File: src/rtl/tick_pkg.sv
package tick_pkg;
   localparam int BUS_W  = 32;
   localparam int ADDR_W = 8;
   localparam logic [ADDR_W-1:0] OFF_TBASE = 8'h00;
   localparam logic [ADDR_W-1:0] OFF_ICNT  = 8'h08;
   localparam logic [ADDR_W-1:0] OFF_CTRL  = 8'h20;
   localparam logic [ADDR_W-1:0] OFF_STAT  = 8'h30;
   localparam logic [ADDR_W-1:0] OFF_IEN   = 8'h34;
   localparam logic [ADDR_W-1:0] OFF_WSTAT = 8'h40;
   localparam int CTL_RUN  = 0;
   localparam int CTL_INTS = 1;
   localparam int CTL_RPT  = 2;
   localparam int UPD_BIT  = 31;
   localparam int WS_TBASE = 0;
   localparam int WS_ICNT  = 1;
   localparam int WS_CTRL  = 3;
endpackage

File: src/rtl/tick_prescaler.sv
module tick_prescaler #(
   parameter int PRE_W = 32
) (
   input  logic             clk,
   input  logic             rst_n,
   input  logic             run,
   input  logic             restart,
   input  logic [PRE_W-1:0] limit,
   output logic             tick
);
   logic [PRE_W-1:0] pre_q;

   assign tick = run && !restart && (pre_q == limit);

   always_ff @(posedge clk or negedge rst_n) begin
      if (!rst_n)        pre_q <= '0;
      else if (restart)  pre_q <= '0;
      else if (run) begin
         if (pre_q == limit) pre_q <= '0;
         else                pre_q <= pre_q + 1'b1;
      end
   end


   halt_freeze_chk: assert property (@(posedge clk) disable iff (!rst_n)
      (!run && !restart) |=> $stable(pre_q));
endmodule

File: src/rtl/tick_counter.sv
module tick_counter #(
   parameter int CNT_W = 31
) (
   input  logic             clk,
   input  logic             rst_n,
   input  logic             load,
   input  logic [CNT_W-1:0] load_val,
   input  logic [CNT_W-1:0] reload_val,
   input  logic             tick,
   input  logic             interval,
   output logic             expire
);
   logic [CNT_W-1:0] cur_q;

   function automatic logic [CNT_W-1:0] eff(input logic [CNT_W-1:0] v);
      return (v == '0) ? CNT_W'(1) : v;
   endfunction

   assign expire = tick && !load && (cur_q == CNT_W'(1));

   always_ff @(posedge clk or negedge rst_n) begin
      if (!rst_n)                     cur_q <= '0;
      else if (load)                  cur_q <= eff(load_val);
      else if (expire)                cur_q <= interval ? eff(reload_val) : '0;
      else if (tick && cur_q != '0)   cur_q <= cur_q - 1'b1;
   end


   oneshot_stop_chk: assert property (@(posedge clk) disable iff (!rst_n)
      (expire && !interval) |=> (cur_q == '0));

   zero_as_one_chk: assert property (@(posedge clk) disable iff (!rst_n)
      load |=> (cur_q != '0));
endmodule

File: src/rtl/tick_regs.sv
module tick_regs
   import tick_pkg::*;
#(
   parameter int PRE_W = 32,
   parameter int CNT_W = 31
) (
   input  logic              clk,
   input  logic              rst_n,
   input  logic              wr_en,
   input  logic [ADDR_W-1:0] wr_addr,
   input  logic [BUS_W-1:0]  wr_data,
   input  logic [ADDR_W-1:0] rd_addr,
   output logic [BUS_W-1:0]  rd_data,
   input  logic              expire,
   output logic [PRE_W-1:0]  tbase,
   output logic [CNT_W-1:0]  cnt_buf,
   output logic              run,
   output logic              interval,
   output logic              load,
   output logic              pend,
   output logic              ien
);
   logic [2:0] ctrl_q;
   logic [3:0] wstat_q;
   logic       wr_tb, wr_ic, wr_ct, wr_st, wr_ie, wr_ws;

   assign wr_tb = wr_en && (wr_addr == OFF_TBASE);
   assign wr_ic = wr_en && (wr_addr == OFF_ICNT);
   assign wr_ct = wr_en && (wr_addr == OFF_CTRL);
   assign wr_st = wr_en && (wr_addr == OFF_STAT);
   assign wr_ie = wr_en && (wr_addr == OFF_IEN);
   assign wr_ws = wr_en && (wr_addr == OFF_WSTAT);

   assign load     = wr_ic && wr_data[UPD_BIT];
   assign run      = ctrl_q[CTL_RUN];
   assign interval = ctrl_q[CTL_RPT];

   always_ff @(posedge clk or negedge rst_n) begin
      if (!rst_n) begin
         tbase   <= '0;
         cnt_buf <= '0;
         ctrl_q  <= '0;
         ien     <= 1'b0;
         pend    <= 1'b0;
         wstat_q <= '0;
      end else begin
         if (wr_tb) tbase   <= wr_data[PRE_W-1:0];
         if (wr_ic) cnt_buf <= wr_data[CNT_W-1:0];
         if (wr_ct) ctrl_q  <= wr_data[2:0];
         if (wr_ie) ien     <= wr_data[0];
         if (expire && ctrl_q[CTL_INTS]) pend <= 1'b1;
         else if (wr_st && wr_data[0])   pend <= 1'b0;
         if (wr_ws) wstat_q <= wstat_q & ~wr_data[3:0];
         else begin
            if (wr_tb) wstat_q[WS_TBASE] <= 1'b1;
            if (wr_ic) wstat_q[WS_ICNT]  <= 1'b1;
            if (wr_ct) wstat_q[WS_CTRL]  <= 1'b1;
         end
      end
   end

   always_comb begin
      case (rd_addr)
         OFF_TBASE: rd_data = BUS_W'(tbase);
         OFF_ICNT:  rd_data = BUS_W'(cnt_buf);
         OFF_CTRL:  rd_data = BUS_W'(ctrl_q);
         OFF_STAT:  rd_data = BUS_W'(pend);
         OFF_IEN:   rd_data = BUS_W'(ien);
         OFF_WSTAT: rd_data = BUS_W'(wstat_q);
         default:   rd_data = '0;
      endcase
   end


   wstat_set_chk: assert property (@(posedge clk) disable iff (!rst_n)
      wr_tb |=> wstat_q[WS_TBASE]);
endmodule

File: src/rtl/tick_timer_bank.sv
module tick_timer_bank
   import tick_pkg::*;
#(
   parameter int PRE_W = 32,
   parameter int CNT_W = 31
) (
   input  logic        clk,
   input  logic        rst_n,
   input  logic        wr_en,
   input  logic [7:0]  wr_addr,
   input  logic [31:0] wr_data,
   input  logic [7:0]  rd_addr,
   output logic [31:0] rd_data,
   output logic        irq_o
);
   if (CNT_W < 2 || CNT_W > UPD_BIT) begin : g_bad_cnt
      $error("CNT_W must lie in 2..31");
   end
   if (PRE_W < 1 || PRE_W > BUS_W) begin : g_bad_pre
      $error("PRE_W must lie in 1..32");
   end

   logic [PRE_W-1:0] tbase;
   logic [CNT_W-1:0] cnt_buf;
   logic             run, interval, load, pend, ien, tick, expire;

   tick_regs #(.PRE_W(PRE_W), .CNT_W(CNT_W)) u_regs (
      .clk(clk), .rst_n(rst_n), .wr_en(wr_en), .wr_addr(wr_addr),
      .wr_data(wr_data), .rd_addr(rd_addr), .rd_data(rd_data),
      .expire(expire), .tbase(tbase), .cnt_buf(cnt_buf), .run(run),
      .interval(interval), .load(load), .pend(pend), .ien(ien));

   tick_prescaler #(.PRE_W(PRE_W)) u_pre (
      .clk(clk), .rst_n(rst_n), .run(run), .restart(load),
      .limit(tbase), .tick(tick));

   tick_counter #(.CNT_W(CNT_W)) u_cnt (
      .clk(clk), .rst_n(rst_n), .load(load),
      .load_val(wr_data[CNT_W-1:0]), .reload_val(cnt_buf),
      .tick(tick), .interval(interval), .expire(expire));

   assign irq_o = pend & ien;


   pend_cause_chk: assert property (@(posedge clk) disable iff (!rst_n)
      $rose(pend) |-> $past(expire));
endmodule

File: config.mk
export PLATFORM = sky130hd
export DESIGN_NAME = tick_timer_bank
export DESIGN_NICKNAME = d
export VERILOG_FILES = /design/src/rtl/tick_pkg.sv /design/src/rtl/tick_prescaler.sv /design/src/rtl/tick_counter.sv /design/src/rtl/tick_regs.sv /design/src/rtl/tick_timer_bank.sv
export SDC_FILE = /design/constraint.sdc
export NUM_CORES = 1
export LEC_CHECK = 0
export ABC_AREA = 1
export BUFFER_PORTS_ARGS = -buffer_cell sky130_fd_sc_hd__buf_4
export CORE_MARGIN = 2
export CORE_UTILIZATION = 61
export DETAILED_ROUTE_END_ITERATION = 12
export PLACE_DENSITY = 0.87
export SETUP_SLACK_MARGIN = 0.1
export SYNTH_ARGS = -nofsm -noshare
export SYNTH_HDL_FRONTEND = slang
export SYNTH_SLANG_ARGS = --single-unit
File: constraint.sdc
create_clock -name clk -period 2.65 [get_ports clk]
set_input_delay 0.265 -clock clk [delete_from_list [all_inputs] [get_ports clk]]
set_output_delay 0.265 -clock clk [all_outputs]
set_load 0.005 [all_outputs]
# == Word level (Yosys, flattened, before mapping) ==
# Cells that the tools add are included.
# totals
input_bits,51
out_inout_bits,33
ff_bits,135
# classes
addsub,2
n_bitwise,3
mux,17
reduce_logical,26
eq_ne,12
# op_table
cell,count
one-hot mux 32 bit (6 select lines),1
2-to-1 mux 31 bit,6
2-to-1 mux 32 bit,3
zero test 31 bit,2
equality test 8 x 6 -> 1 bit (second input constant),6
adder 32 x 1 -> 32 bit (second input constant),1
equality test 32 bit,1
equality test 31 x 1 -> 1 bit (second input constant),1
nonzero test 31 bit,1
subtractor 31 x 1 -> 31 bit (second input constant),1
equality test 8 x 4 -> 1 bit (second input constant),2
equality test 8 x 7 -> 1 bit (second input constant),2
zero test 8 bit,2
logical AND 1 bit,14
nonzero test 2 bit,5
2-to-1 mux 1 bit,6
AND 4 bit,1
NOT 4 bit,1
nonzero test 3 bit,1
2-to-1 mux 2 bit,1
AND 1 bit,1
zero test 1 bit,1

# == Logic depth before layout (Yosys ltp) ==
# depth
word_depth,10
ltp_mapped,13

# == Modules after synthesis ==
# Synthesis repeated with hierarchy kept, for this count alone.
# hier_totals
cells_unflattened,1509
area_unflattened_um2,9927.0
# by_module_without_submodules
mod,area_per_inst_um2,cells_per_inst,n_inst
tick_regs,3558.4,447,1
tick_counter,3503.4,573,1
tick_prescaler,2857.7,487,1
tick_timer_bank,7.5,2,1

# == Worst setup path before layout ==
# Ideal clock, no wire load.
# synth_path
kind,reg2reg
start,reg u_cnt.cur_q[0]
end,reg u_cnt.cur_q[15]
t_required_ns,2.528
path_stages_with_launch,13
path_buffers,1
arrival_ns,1.753
setup_time_ns,0.122
slack_ns,0.775
path_cell_list,dfrtp_1 inv_1 ha_1 nand2_1 nor2_2 nand3_2 nor2_2 nand3_1 nand3_4 nand2_4 buf_4 nor2_1 a21oi_1
# synth_between
elab_chain_len,4
# synth_rtl
item,line_no,text
from (decl),tick_counter.sv:13,logic [CNT_W-1:0] cur_q;
from (signal assigned),tick_counter.sv:23,else if (load) cur_q <= eff(load_val);
from (signal assigned),tick_counter.sv:24,else if (expire) cur_q <= interval ? eff(reload_val) : '0;
from (signal assigned),tick_counter.sv:25,else if (tick && cur_q != '0) cur_q <= cur_q - 1'b1;
subtractor 31 x 1 -> 31 bit or equality test 31 x 1 -> 1 bit (tied branches),"tick_counter.sv:25, tick_counter.sv:19",
2-to-1 mux 31 bit or logical AND 1 bit (tied branches),"tick_counter.sv:25, tick_counter.sv:19",
2-to-1 mux 31 bit,tick_counter.sv:24,
2-to-1 mux 31 bit,tick_counter.sv:23,
# Several ways; a longest one is shown, not always the timed one. The select of a mux whose other input is x is not followed.
# A chain may end at the register's enable or synchronous reset.

# == Worst setup path in the final report ==
# layout_path
start,reg u_pre.pre_q[28]
end,reg u_cnt.cur_q[13]
# layout_between
elab_chain_len,6
# layout_rtl
item,line_no,text
from (decl),tick_prescaler.sv:11,logic [PRE_W-1:0] pre_q;
from (signal assigned),tick_prescaler.sv:20,else pre_q <= pre_q + 1'b1;
equality test 32 bit (*),tick_prescaler.sv:13,assign tick = run && !restart && (pre_q == limit);
logical AND 1 bit (*),tick_prescaler.sv:13,
logical AND 1 bit (2 in series),tick_counter.sv:19,assign expire = tick && !load && (cur_q == CNT_W'(1));
2-to-1 mux 31 bit,tick_counter.sv:24,
2-to-1 mux 31 bit,tick_counter.sv:23,
# Every way passes the cells marked *; elsewhere a longest branch is shown, timed or not.

==> results_tabular.tex <==
\begin{tabular}{lr}
\hline
Metric & Value \\
\hline
\multicolumn{2}{l}{\textbf{Floorplanning}} \\
Rows & 44 \\
I/O pins & 84 \\
Height of the die & 127 um \\
Core Footprint & 0.0146 mm\^{}2 \\
Chip width & approximately 130 um \\
Initial Utilization & 0.631 \\
Die area & 0.0161 mm\^{}2 \\
\multicolumn{2}{l}{\textbf{Synthesis}} \\
Warnings, synthesis & 0 \\
Adder-cell share of the synthesized area & 0.00406 \\
Async set-or-reset flop fraction in the synthesized netlist & 1.00 \\
Gate count of the mapped netlist & about 1400 \\
Share of the synthesized area in compound gates (AO/OA/AOI/OAI) & 0.121 \\
Sequential-to-total area share from yosys stat & 0.366 \\
XOR/XNOR Fraction of Synth Area & 0.0370 \\
Mean Syn Cell Area & 6.49 um\^{}2 \\
Count of different cell masters after synthesis & 41 \\
Post-synthesis net count & between 1000 and 1500 \\
Multiplexer share of the synthesized area & 0 \\
Mapped cell area & 0.00924 mm\^{}2 \\
Most frequently used flop master after synthesis & dfrtp\_1 \\
Dominant combinational cell family by area after synthesis & simple AND/OR/NAND/NOR gates \\
Simple-Gate Fraction of Synth Area & 0.371 \\
Total of flip-flops plus latches after synthesis & 135 \\
Number of enable-type register cells in the synthesized netlist & 0 \\
\multicolumn{2}{l}{\textbf{Global routing}} \\
Wire length of the first global-routing pass & 47.2 mm \\
Total global-route track usage & 0.370 \\
Initial antenna violation count & 1 \\
Largest net degree at the start of global routing & 98 \\
Vias in the first global route & roughly 9300 \\
Leftover overflow at the end of global routing & 0 \\
\multicolumn{2}{l}{\textbf{Final layout}} \\
Inserted Diodes & 0 \\
Most used cells in the layout excluding fill and tap cells & nand2\_1, nor2\_1, inv\_1 \\
Leading cell type in the layout, fill and taps excluded & nand2\_1 \\
Final non-filler cell total & $\sim$1700 \\
Area added between synthesis and finish & 14.9\% \\
Net count, final & 1539 \\
Proportion of layout cells with a drive suffix above 1 & 0.121 \\
\multicolumn{2}{l}{\textbf{Routing}} \\
DRC violation count after routing & 0 \\
Iteration-0 DRC Markers & 1486 \\
Via-to-Cell Ratio & 5.99 \\
Via Count & 10062 \\
Routed wire per std cell & 17.4 um \\
Number of nets with antenna violations after routing & 0 \\
First-pass iteration count of the detailed router & 6 \\
Final routed wirelength across all metal layers & about 29 mm \\
\multicolumn{2}{l}{\textbf{Critical path}} \\
Capturing element type of the critical path & flip-flop \\
CP Max Fanout & 32 \\
Crit path kind & flip-flop to flip-flop \\
CP required & around 3 ns \\
Worst Path Arrival & between 2 and 3 ns \\
Startpoint types & flip-flop \\
\multicolumn{2}{l}{\textbf{Timing}} \\
Skew final & 0.00579 ns \\
Max Slew Vio Count & 0 \\
Fmax & 417 MHz \\
Post-layout minimum cycle time & 2.40 ns \\
Final setup viols & 0 \\
Setup ws final & 0.250 ns \\
Actual transition at the worst max-transition pin & 0.602 ns \\
Total count of hold-check failures in the final report & 0 \\
Setup Total Neg Slack & 0 ns \\
Rel. slew slack & 0.598 \\
Setup repair after global routing missed its margin & yes \\
Final cycle utilization of the critical path & 0.906 \\
\multicolumn{2}{l}{\textbf{CTS}} \\
Clock tree from TritonCTS & built \\
Total clock sinks & 135 \\
Clock H-tree levels & 4 \\
Worst skew pair latency & 0.43 ns \\
CTS Buffer Depth & 2 \\
Total clock buffers created by CTS & 17 \\
Clk pin slew, worst setup/hold paths & 0.06 ns \\
Clock root buffer & clkbuf\_16 \\
\multicolumn{2}{l}{\textbf{Placement}} \\
Port Buf Inserts & 83 \\
Detailed placer's ending HPWL & 21.1 mm \\
Final weighted congestion in routability-driven placement & slightly above 1 \\
Pre-CTS setup slack & roughly 0.25 ns \\
Number of placed instances, taps included & 1647 \\
\multicolumn{2}{l}{\textbf{Power and ir drop}} \\
IR drop worst, VDD & 0.473 mV \\
Power Dens Cells & $\sim$580 mW/mm\^{}2 \\
Power, Total & a little over 0.006 W \\
Leakage power figure & 5.29 nW \\
\multicolumn{2}{l}{\textbf{Hold path}} \\
Path category of the worst min-delay check & input port to flip-flop \\
\multicolumn{2}{l}{\textbf{Job}} \\
\# Max-Cap Violations & 0 \\
\multicolumn{2}{l}{\textbf{Outcome}} \\
Outcome & finished, final reports clean \\
\hline
\end{tabular}
## where the power goes
group          switching [W]  internal, W
combinational       0.000933     0.000554
sequential          0.000121      0.00216
clock               0.000874      0.00147
## cell usage after synthesis, types with 5 or more instances
| library cell | count | area, um^2 |
|---|---|---|
| nor4_1 | 5 | 31.3 |
| nor2_2 | 6 | 37.5 |
| nand4_1 | 54 | 338 |
| xor2_1 | 28 | 245 |
| clkbuf_1 | 41 | 154 |
| buf_2 | 8 | 40.0 |
| nor3_1 | 49 | 245 |
| o21ai_0 | 95 | 475 |
| xnor2_1 | 11 | 96.3 |
| inv_2 | 30 | 113 |
| a21oi_1 | 65 | 325 |
| nand2_1 | 428 | 1610 |
| o22ai_1 | 33 | 206 |
| inv_1 | 149 | 559 |
| nand3_1 | 65 | 325 |
| o21ai_1 | 7 | 35.0 |
| nor2_1 | 172 | 646 |
| dfrtp_1 | 135 | 3380 |
## path summary, 6_finish.rpt
| check | slack (ns) | depth (start not counted) | start | to |
|---|---|---|---|---|
| worst min register to register | 0.50 | 2 | u_regs.wstat_q[3]$_DFFE_PN0P_ | u_regs.wstat_q[3]$_DFFE_PN0P_ |
| min in group asynchronous | 0.28 | 2 | rst_n | u_pre.pre_q[10]$_DFFE_PN0P_ |
| max in group asynchronous | 1.69 | 3 | rst_n | u_pre.pre_q[25]$_DFFE_PN0P_ |
| worst min-delay path | 0.03 | 2 | wr_data[1] | u_regs.wstat_q[1]$_DFFE_PN0P_ |
| worst max register to register | 0.25 | 11 | u_pre.pre_q[28]$_DFFE_PN0P_ | u_cnt.cur_q[13]$_DFFE_PN0P_ |
| worst max-delay path | 0.25 | 11 | u_pre.pre_q[28]$_DFFE_PN0P_ | u_cnt.cur_q[13]$_DFFE_PN0P_ |
## timing repair
item / 4_1_cts / 5_1_grt
endpoints found under the hold margin: 27 / 0
setup buffers: 0 / 1
endpoints found under the setup margin: 0 / 38
resized for setup: 0 / 3
hold buffers: 1 / 0
## kinds of logic after synthesis
logic type,after synthesis
and+or+nand+nor,798
xor gates and xnor gates,39
AOI/OAI and AO/OA,210
adders and majority gates,3
DFF,135
buffers and inverters,238
## metal layers
metal | track usage | part of all wire | wire (um) | vias to the layer above
met3 | 0.0879 | 0.10 | 2950 | 109
met1 | 0.496 | 0.40 | 11700 | 4619
met2 | 0.576 | 0.45 | 13200 | 618
met4 | 0.161 | 0.045 | 1300 | 2
li1 | - | - | - | 4714
met5 | 0 | 0.00045 | 13 | -
## flip-flops by register name, indices dropped and copies added, names as in the netlist
name            count
u_regs.pend         1
u_regs.wstat_q      4
u_regs.tbase       32
u_regs.ien          1
u_pre.pre_q        32
u_regs.ctrl_q       3
u_regs.cnt_buf     31
u_cnt.cur_q        31
## final cells by class
class	count	area [um^2]
clock buffer	27	543
clock inverter	2	35.0
fill	1205	4030
inverter	179	672
multi-input combinational	1051	4960
sequential	135	3380
tap	184	230
timing repair buffer	101	802
## stage by stage
stage / utilization / hold WS (ns) / cell area, um^2
floorplan: - / -0.0306 / 9240
global placement: 0.683 / 0.157 / 10000
detailed placement: 0.683 / 0.155 / 10000
CTS: 0.723 / 0.0331 / 10600
global route: 0.725 / 0.0503 / 10600
finish: 0.725 / 0.0347 / 10600
## critical path, stage by stage, from the launching register on
cell and delay (ns):
dfrtp_1 0.42, inv_1 0.15, nand2_1 0.07, nand2_1 0.14, nand2_1 0.08, nor2_1 0.12
nand2_1 0.07, nor2_1 0.32, nand4_4 0.49, nand2_1 0.20, nand3_1 0.09, a21oi_1 0.17
(Power assumes the default switching activity.)
